--- src/rtl/owire_pattern_host.sv ---
module owire_pattern_host #(
  parameter int CLK_HZ    = 100_000_000,
  parameter int RST_BAUD  = 100_500,
  parameter int DATA_BAUD = 500_000,
  parameter int RETRY_MAX = 16
) (
  input  logic       clk,
  input  logic       rst_n,
  input  logic       cmd_valid,
  input  logic [1:0] cmd_op,
  input  logic [7:0] cmd_byte,
  output logic       busy,
  output logic       done,
  output logic [7:0] rd_byte,
  output logic       no_device,
  output logic       echo_err,
  output logic       line_pull,
  input  logic       line_in
);

  localparam int DIV_R = CLK_HZ / RST_BAUD;
  localparam int DIV_D = CLK_HZ / DATA_BAUD;
  localparam int CW    = $clog2(DIV_R + 1);
  localparam int TW    = $clog2(RETRY_MAX + 1);
  localparam logic [CW-1:0] END_R = CW'(DIV_R - 1);
  localparam logic [CW-1:0] END_D = CW'(DIV_D - 1);
  localparam logic [CW-1:0] SMP_R = CW'(DIV_R / 2 + 1);
  localparam logic [CW-1:0] SMP_D = CW'(DIV_D / 2 + 1);
  localparam logic [TW-1:0] LAST_TRY = TW'(RETRY_MAX - 1);
  localparam logic [1:0] OP_RST = 2'd0, OP_WR = 2'd1, OP_RD = 2'd2;
  localparam logic [7:0] P_RST = 8'h07, P_PRES = 8'h05, P_ZERO = 8'h01, P_ONE = 8'h7F;

  logic          run_q, fast_q, done_q, nodev_q, err_q, s1_q, s2_q;
  logic [1:0]    op_q;
  logic [7:0]    data_q, pat_q, rx_q, rd_q;
  logic [CW-1:0] cnt_q;
  logic [2:0]    bit_q, slot_q;
  logic [TW-1:0] tries_q;

  function automatic logic [7:0] slot_pat(input logic [1:0] op, input logic b);
    if (op == OP_RST) return P_RST;
    if (op == OP_WR && !b) return P_ZERO;
    return P_ONE;
  endfunction

  wire [CW-1:0] end_cnt = fast_q ? END_D : END_R;
  wire [CW-1:0] smp_cnt = fast_q ? SMP_D : SMP_R;
  wire          acc      = cmd_valid && !run_q && cmd_op != 2'd3;
  wire          at_smp   = run_q && cnt_q == smp_cnt;
  wire          bit_end  = run_q && cnt_q == end_cnt;
  wire          slot_end = bit_end && bit_q == 3'd7;
  wire [2:0]    nxt_slot = slot_q + 3'd1;

  assign busy      = run_q;
  assign done      = done_q;
  assign rd_byte   = rd_q;
  assign no_device = nodev_q;
  assign echo_err  = err_q;
  assign line_pull = run_q && !pat_q[3'd7 - bit_q];

  always_ff @(posedge clk) begin
    if (!rst_n) begin
      run_q <= 1'b0; fast_q <= 1'b0; done_q <= 1'b0; nodev_q <= 1'b0;
      err_q <= 1'b0; s1_q <= 1'b1; s2_q <= 1'b1; op_q <= OP_RST;
      data_q <= '0; pat_q <= '0; rx_q <= '0; rd_q <= '0;
      cnt_q <= '0; bit_q <= '0; slot_q <= '0; tries_q <= '0;
    end else begin
      s1_q   <= line_in;
      s2_q   <= s1_q;
      done_q <= 1'b0;
      if (acc) begin
        run_q   <= 1'b1;
        op_q    <= cmd_op;
        data_q  <= cmd_byte;
        pat_q   <= slot_pat(cmd_op, cmd_byte[0]);
        cnt_q   <= '0;
        bit_q   <= '0;
        slot_q  <= '0;
        tries_q <= '0;
        if (cmd_op == OP_RST) begin
          fast_q  <= 1'b0;
          nodev_q <= 1'b0;
        end
        if (cmd_op == OP_WR) err_q <= 1'b0;
      end else if (run_q) begin
        if (at_smp) rx_q <= {rx_q[6:0], s2_q};
        if (bit_end) begin
          cnt_q <= '0;
          bit_q <= bit_q + 3'd1;
        end else begin
          cnt_q <= cnt_q + CW'(1);
        end
        if (slot_end) begin
          case (op_q)
            OP_RST: begin
              if (rx_q == P_PRES) begin
                fast_q <= 1'b1;
                run_q  <= 1'b0;
                done_q <= 1'b1;
              end else if (tries_q == LAST_TRY) begin
                nodev_q <= 1'b1;
                run_q   <= 1'b0;
                done_q  <= 1'b1;
              end else begin
                tries_q <= tries_q + TW'(1);
              end
            end
            OP_WR: begin
              if (rx_q != pat_q) err_q <= 1'b1;
              slot_q <= nxt_slot;
              pat_q  <= slot_pat(OP_WR, data_q[nxt_slot]);
              if (slot_q == 3'd7) begin
                run_q  <= 1'b0;
                done_q <= 1'b1;
              end
            end
            default: begin
              rd_q   <= {rx_q == P_ONE, rd_q[7:1]};
              slot_q <= nxt_slot;
              if (slot_q == 3'd7) begin
                run_q  <= 1'b0;
                done_q <= 1'b1;
              end
            end
          endcase
        end
      end
    end
  end

  assert_accept_R2: assert property (@(posedge clk) disable iff (!rst_n)
    cmd_valid && !busy && cmd_op != 2'd3 |=> busy);
  assert_busy_holds_op_R2: assert property (@(posedge clk) disable iff (!rst_n)
    busy && cmd_valid |=> $stable(op_q) && $stable(data_q));
  assert_bit_hold_R3: assert property (@(posedge clk) disable iff (!rst_n)
    busy && cnt_q != '0 |-> $stable(line_pull));
  assert_rate_up_R5: assert property (@(posedge clk) disable iff (!rst_n)
    $rose(fast_q) |-> done && !no_device);
  assert_nodev_on_reset_R6: assert property (@(posedge clk) disable iff (!rst_n)
    $rose(no_device) |-> done && op_q == OP_RST);
  assert_done_pulse_R10: assert property (@(posedge clk) disable iff (!rst_n)
    done |=> !done);
  assert_done_idle_R10: assert property (@(posedge clk) disable iff (!rst_n)
    done |-> !busy);

endmodule

--- config.mk ---
export PLATFORM = sky130hd
export DESIGN_NAME = owire_pattern_host
export DESIGN_NICKNAME = d
export VERILOG_FILES = /design/src/rtl/owire_pattern_host.sv
export SDC_FILE = /design/constraint.sdc
export NUM_CORES = 1
export LEC_CHECK = 0
export CAP_MARGIN = 5
export CELL_PAD_IN_SITES_DETAIL_PLACEMENT = 1
export CELL_PAD_IN_SITES_GLOBAL_PLACEMENT = 1
export CORE_MARGIN = 2
export CORE_UTILIZATION = 46
export DETAILED_ROUTE_END_ITERATION = 6
export PLACE_DENSITY = 0.86
export RECOVER_POWER = 50
export SKIP_CTS_REPAIR_TIMING = 1
export SYNTH_ARGS = -nofsm -noshare
export SYNTH_HDL_FRONTEND = slang
export SYNTH_SLANG_ARGS = --single-unit
--- constraint.sdc ---
create_clock -name clk -period 6.4 [get_ports clk]
set_input_delay 0.64 -clock clk [delete_from_list [all_inputs] [get_ports clk]]
set_output_delay 0.64 -clock clk [all_outputs]
set_load 0.02 [all_outputs]
==> run_results.csv <==
group,metric,value,unit
outcome,outcome,"finished clean",
route,post_drt_wl_per_cell,17.5,um
synthesis,synth_cells,322,
route,wl,7360,um
synthesis,synth-seq-area-share,41.1,%
sta,finalSetupViolCount,0,
final_layout,drive_above_1_share,6.36,%
global_route,grt_pass1_wl,12100,um
flow_run,drv_cap,0,
clock_tree,htreeDepth,3,
die,core-area,5890,um^2
critical_path,crit_path_max_incr_delay,0.82,ns
pwr,p_per_area,220,nW/um^2
critical_path,worstSetupEndpointType,"register",
route,drcViolationCount,0,
global_route,grt_overflow_total,0,
critical_path,startpoint_type,"input port",
critical_path,crit_chain,"dlygate4sd3_1 > clkinv_1 > a21oi_1 > o311ai_0 > o41ai_1",
critical_path,cp.buffers_inverters,2,
placed_design,gp_congestion,0.826,
die,ios,27,
synthesis,synthAdderAreaFrac,3.15,%
clock_tree,clockBufferDepth,2,
route,drt-vias-per-instance,6.10,
synthesis,synthXorXnorAreaFrac,2.84,%
clock_tree,cts_buffers,9,
clock_tree,insertion_delay,0.33,ns
pwr,irDropWorstVdd,0.116,mV
route,postRouteAntennaNets,0,
critical_path,worstPathArrival,3.04,ns
sta,final.setup.tns,0,ns
global_route,antenna_found_initial,0,
synthesis,synthDistinctLibCells,53,
synthesis,yosysTopAreaCellShare,41.1,%
route,drt_iter0_drc,103,
die,die_y,81.7,um
sta,skew,0.00400,ns
final_layout,fillers,699,
final_layout,multi_input_area,1560,um^2
synthesis,synth_top_family_by_area,"simple AND/OR/NAND/NOR gates",
die,die_area,6670,um^2
final_layout,utilization,55.2,%
placed_design,placed_area,3080,um^2
critical_path,path_class,"in2reg",
synthesis,synth-simple-area-share,24.4,%
route,via_count,2568,
die,die_w,81.7,um
sta,slew_headroom,24.4,%
final_layout,area_growth,16.9,%
synthesis,avgSynthCellArea,8.62,um^2
pwr,p_leak,1.09,nW
die,start_util,47.2,%
critical_path,worstPathRequired,6.63,ns
sta,setup_ws,3.60,ns
synthesis,synthArstFlopShare,0,%
sta,rsz0062_at_grt,"false",
final_layout,regArea,1140,um^2
placed_design,dp_slack,3.32,ns
clock_tree,cts_tree,"yes",
synthesis,synth_mux_area_share,3.06,%
placed_design,post-dp-hpwl,5150,um
synthesis,ys_warn_count,0,
sta,fin_crit_sh,43.8,%
sta,max_freq,357,MHz
synthesis,synth.top_cells.by_area,"dfxtp_1 41%, a21oi_1 7.8%, o21ai_0 5.0%",
global_route,gr-usage-all-layers,24.2,%
global_route,grt_max_degree,28,
clock_tree,clkTransAtPathRegs,0.06,ns
final_layout,diodes,0,
critical_path,cp_top_family,"buffers and inverters",
synthesis,netlist_top_cells_count,"57 x dfxtp_1, 43 x a21oi_1, 30 x nand2_1, 28 x o21ai_0, 25 x nand3_1",
synthesis,synth-compound-area-share,22.9,%
clock_tree,cts_sinks,57,
worst_hold_path,hold_class,"reg2reg",
synthesis,syn_area,2780,um^2
synthesis,synth_top_flop_cell,"dfxtp_1",
clock_tree,clockRootBuffer,"clkbuf_8",
sta,tightest_slew,1.13,ns
synthesis,ys_seq_elements,57,
critical_path,crit_fanout,27,
critical_path,slowest_stage,"dlygate4sd3_1",
synthesis,yosysMostFrequentCell,"dfxtp_1",
sta,maxSlewViolCount,0,
die,rows,28,
final_layout,nets,365,
global_route,grt_pass1_vias,2549,
sta,min_period,2.80,ns
synthesis,yosys.area.top_type,"dfxtp_1",
synthesis,syn-num-nets,343,
final_layout,final_area,3250,um^2
route,drt-pass1-iter-count,4,
synthesis,synth-edff-count,0,
sta,whs,0.445,ns
sta,hold_viol_final,0,
placed_design,portBuffers,26,
-- stage by stage --
stage                     total power [W]  cells
final                            0.000714    421
after global routing             0.000740    421
after CTS                        0.000722    421
after detailed placement         0.000425    408
after global placement           0.000423    408
after floorplan                  0.000404    322
-- per-layer routing --
metal | wire length (um) | global-route usage, %
met1 | 3350 | 29.9
met2 | 3630 | 41.1
met3 | 250 | 4.07
met4 | 136 | 11.2
met5 | 0 | 0
-- where the power goes --
part	switching (W)	total, W	internal, W	leakage (nW)
clock	0.000132	0.000297	0.000166	0.0875
combinational	0.0000248	0.0000453	0.0000205	0.544
sequential	0.00000897	0.000371	0.000362	0.462
total	0.000165	0.000714	0.000548	1.09
-- registers in the layout, summed over array words and instances (netlist names) --
name / count
s2_q: 1
fast_q: 1
data_q: 8
no_device: 1
rd_byte: 8
cnt_q: 10
pat_q: 3
bit_q: 3
rx_q: 8
slot_q: 3
tries_q: 5
echo_err: 1
done: 1
op_q: 2
busy: 1
s1_q: 1
-- final timing paths --
| check | from | to | slack [ns] | cells after the start |
|---|---|---|---|---|
| max | rst_n | tries_q[3] | 3.60 | 5 |
| min | s1_q | s2_q | 0.44 | 1 |
| max reg2reg | tries_q[0] | tries_q[3] | 3.79 | 7 |
| min reg2reg | s1_q | s2_q | 0.44 | 1 |
-- layout make-up --
class / instances / share of cell area (%)
well taps: 75 / 2.89
clock buffers: 13 / 5.20
flip-flops and latches: 57 / 35.1
inverters: 3 / 0.347
multi-input cells: 246 / 48.2
repair buffers: 27 / 8.25
-- placed cells by master, fill, tap and decap left out, types with 3 or more instances in the layout --
| cell type | Yosys | final |
|---|---|---|
| xor2_1 | 4 | 4 |
| ha_1 | 7 | 7 |
| and4b_1 | 3 | 3 |
| a21oi_1 | 43 | 43 |
| nand2_1 | 30 | 30 |
| and3_1 | 3 | 3 |
| nand2b_1 | 9 | 9 |
| clkbuf_8 | 0 | 12 |
| xnor2_1 | 5 | 5 |
| nand3_1 | 25 | 25 |
| o311ai_0 | 3 | 3 |
| o21ai_0 | 28 | 28 |
| nand4_1 | 6 | 6 |
| mux2i_1 | 4 | 4 |
| nor3_1 | 11 | 11 |
| or3_1 | 3 | 3 |
| or4_1 | 4 | 4 |
| o31ai_1 | 6 | 6 |
| clkdlybuf4s50_1 | 0 | 12 |
| nor2_1 | 7 | 7 |
| dfxtp_1 | 57 | 57 |
| nor2b_1 | 3 | 3 |
| nor4_1 | 3 | 3 |
| o21a_1 | 3 | 3 |
| dlygate4sd3_1 | 0 | 14 |
-- logic make-up (layout without fill, tap and decap cells) --
kind of cell             count (synthesis)  after routing
AND/OR/NAND/NOR                        122            122
XOR/XNOR                                 9              9
flip-flops                              57             57
buffers and inverters                   19             43
adder cells (fa/ha/maj)                  7              7
AO/OA/AOI/OAI                          102            102
multiplexers                             6              6
(Power assumes the default switching activity.)
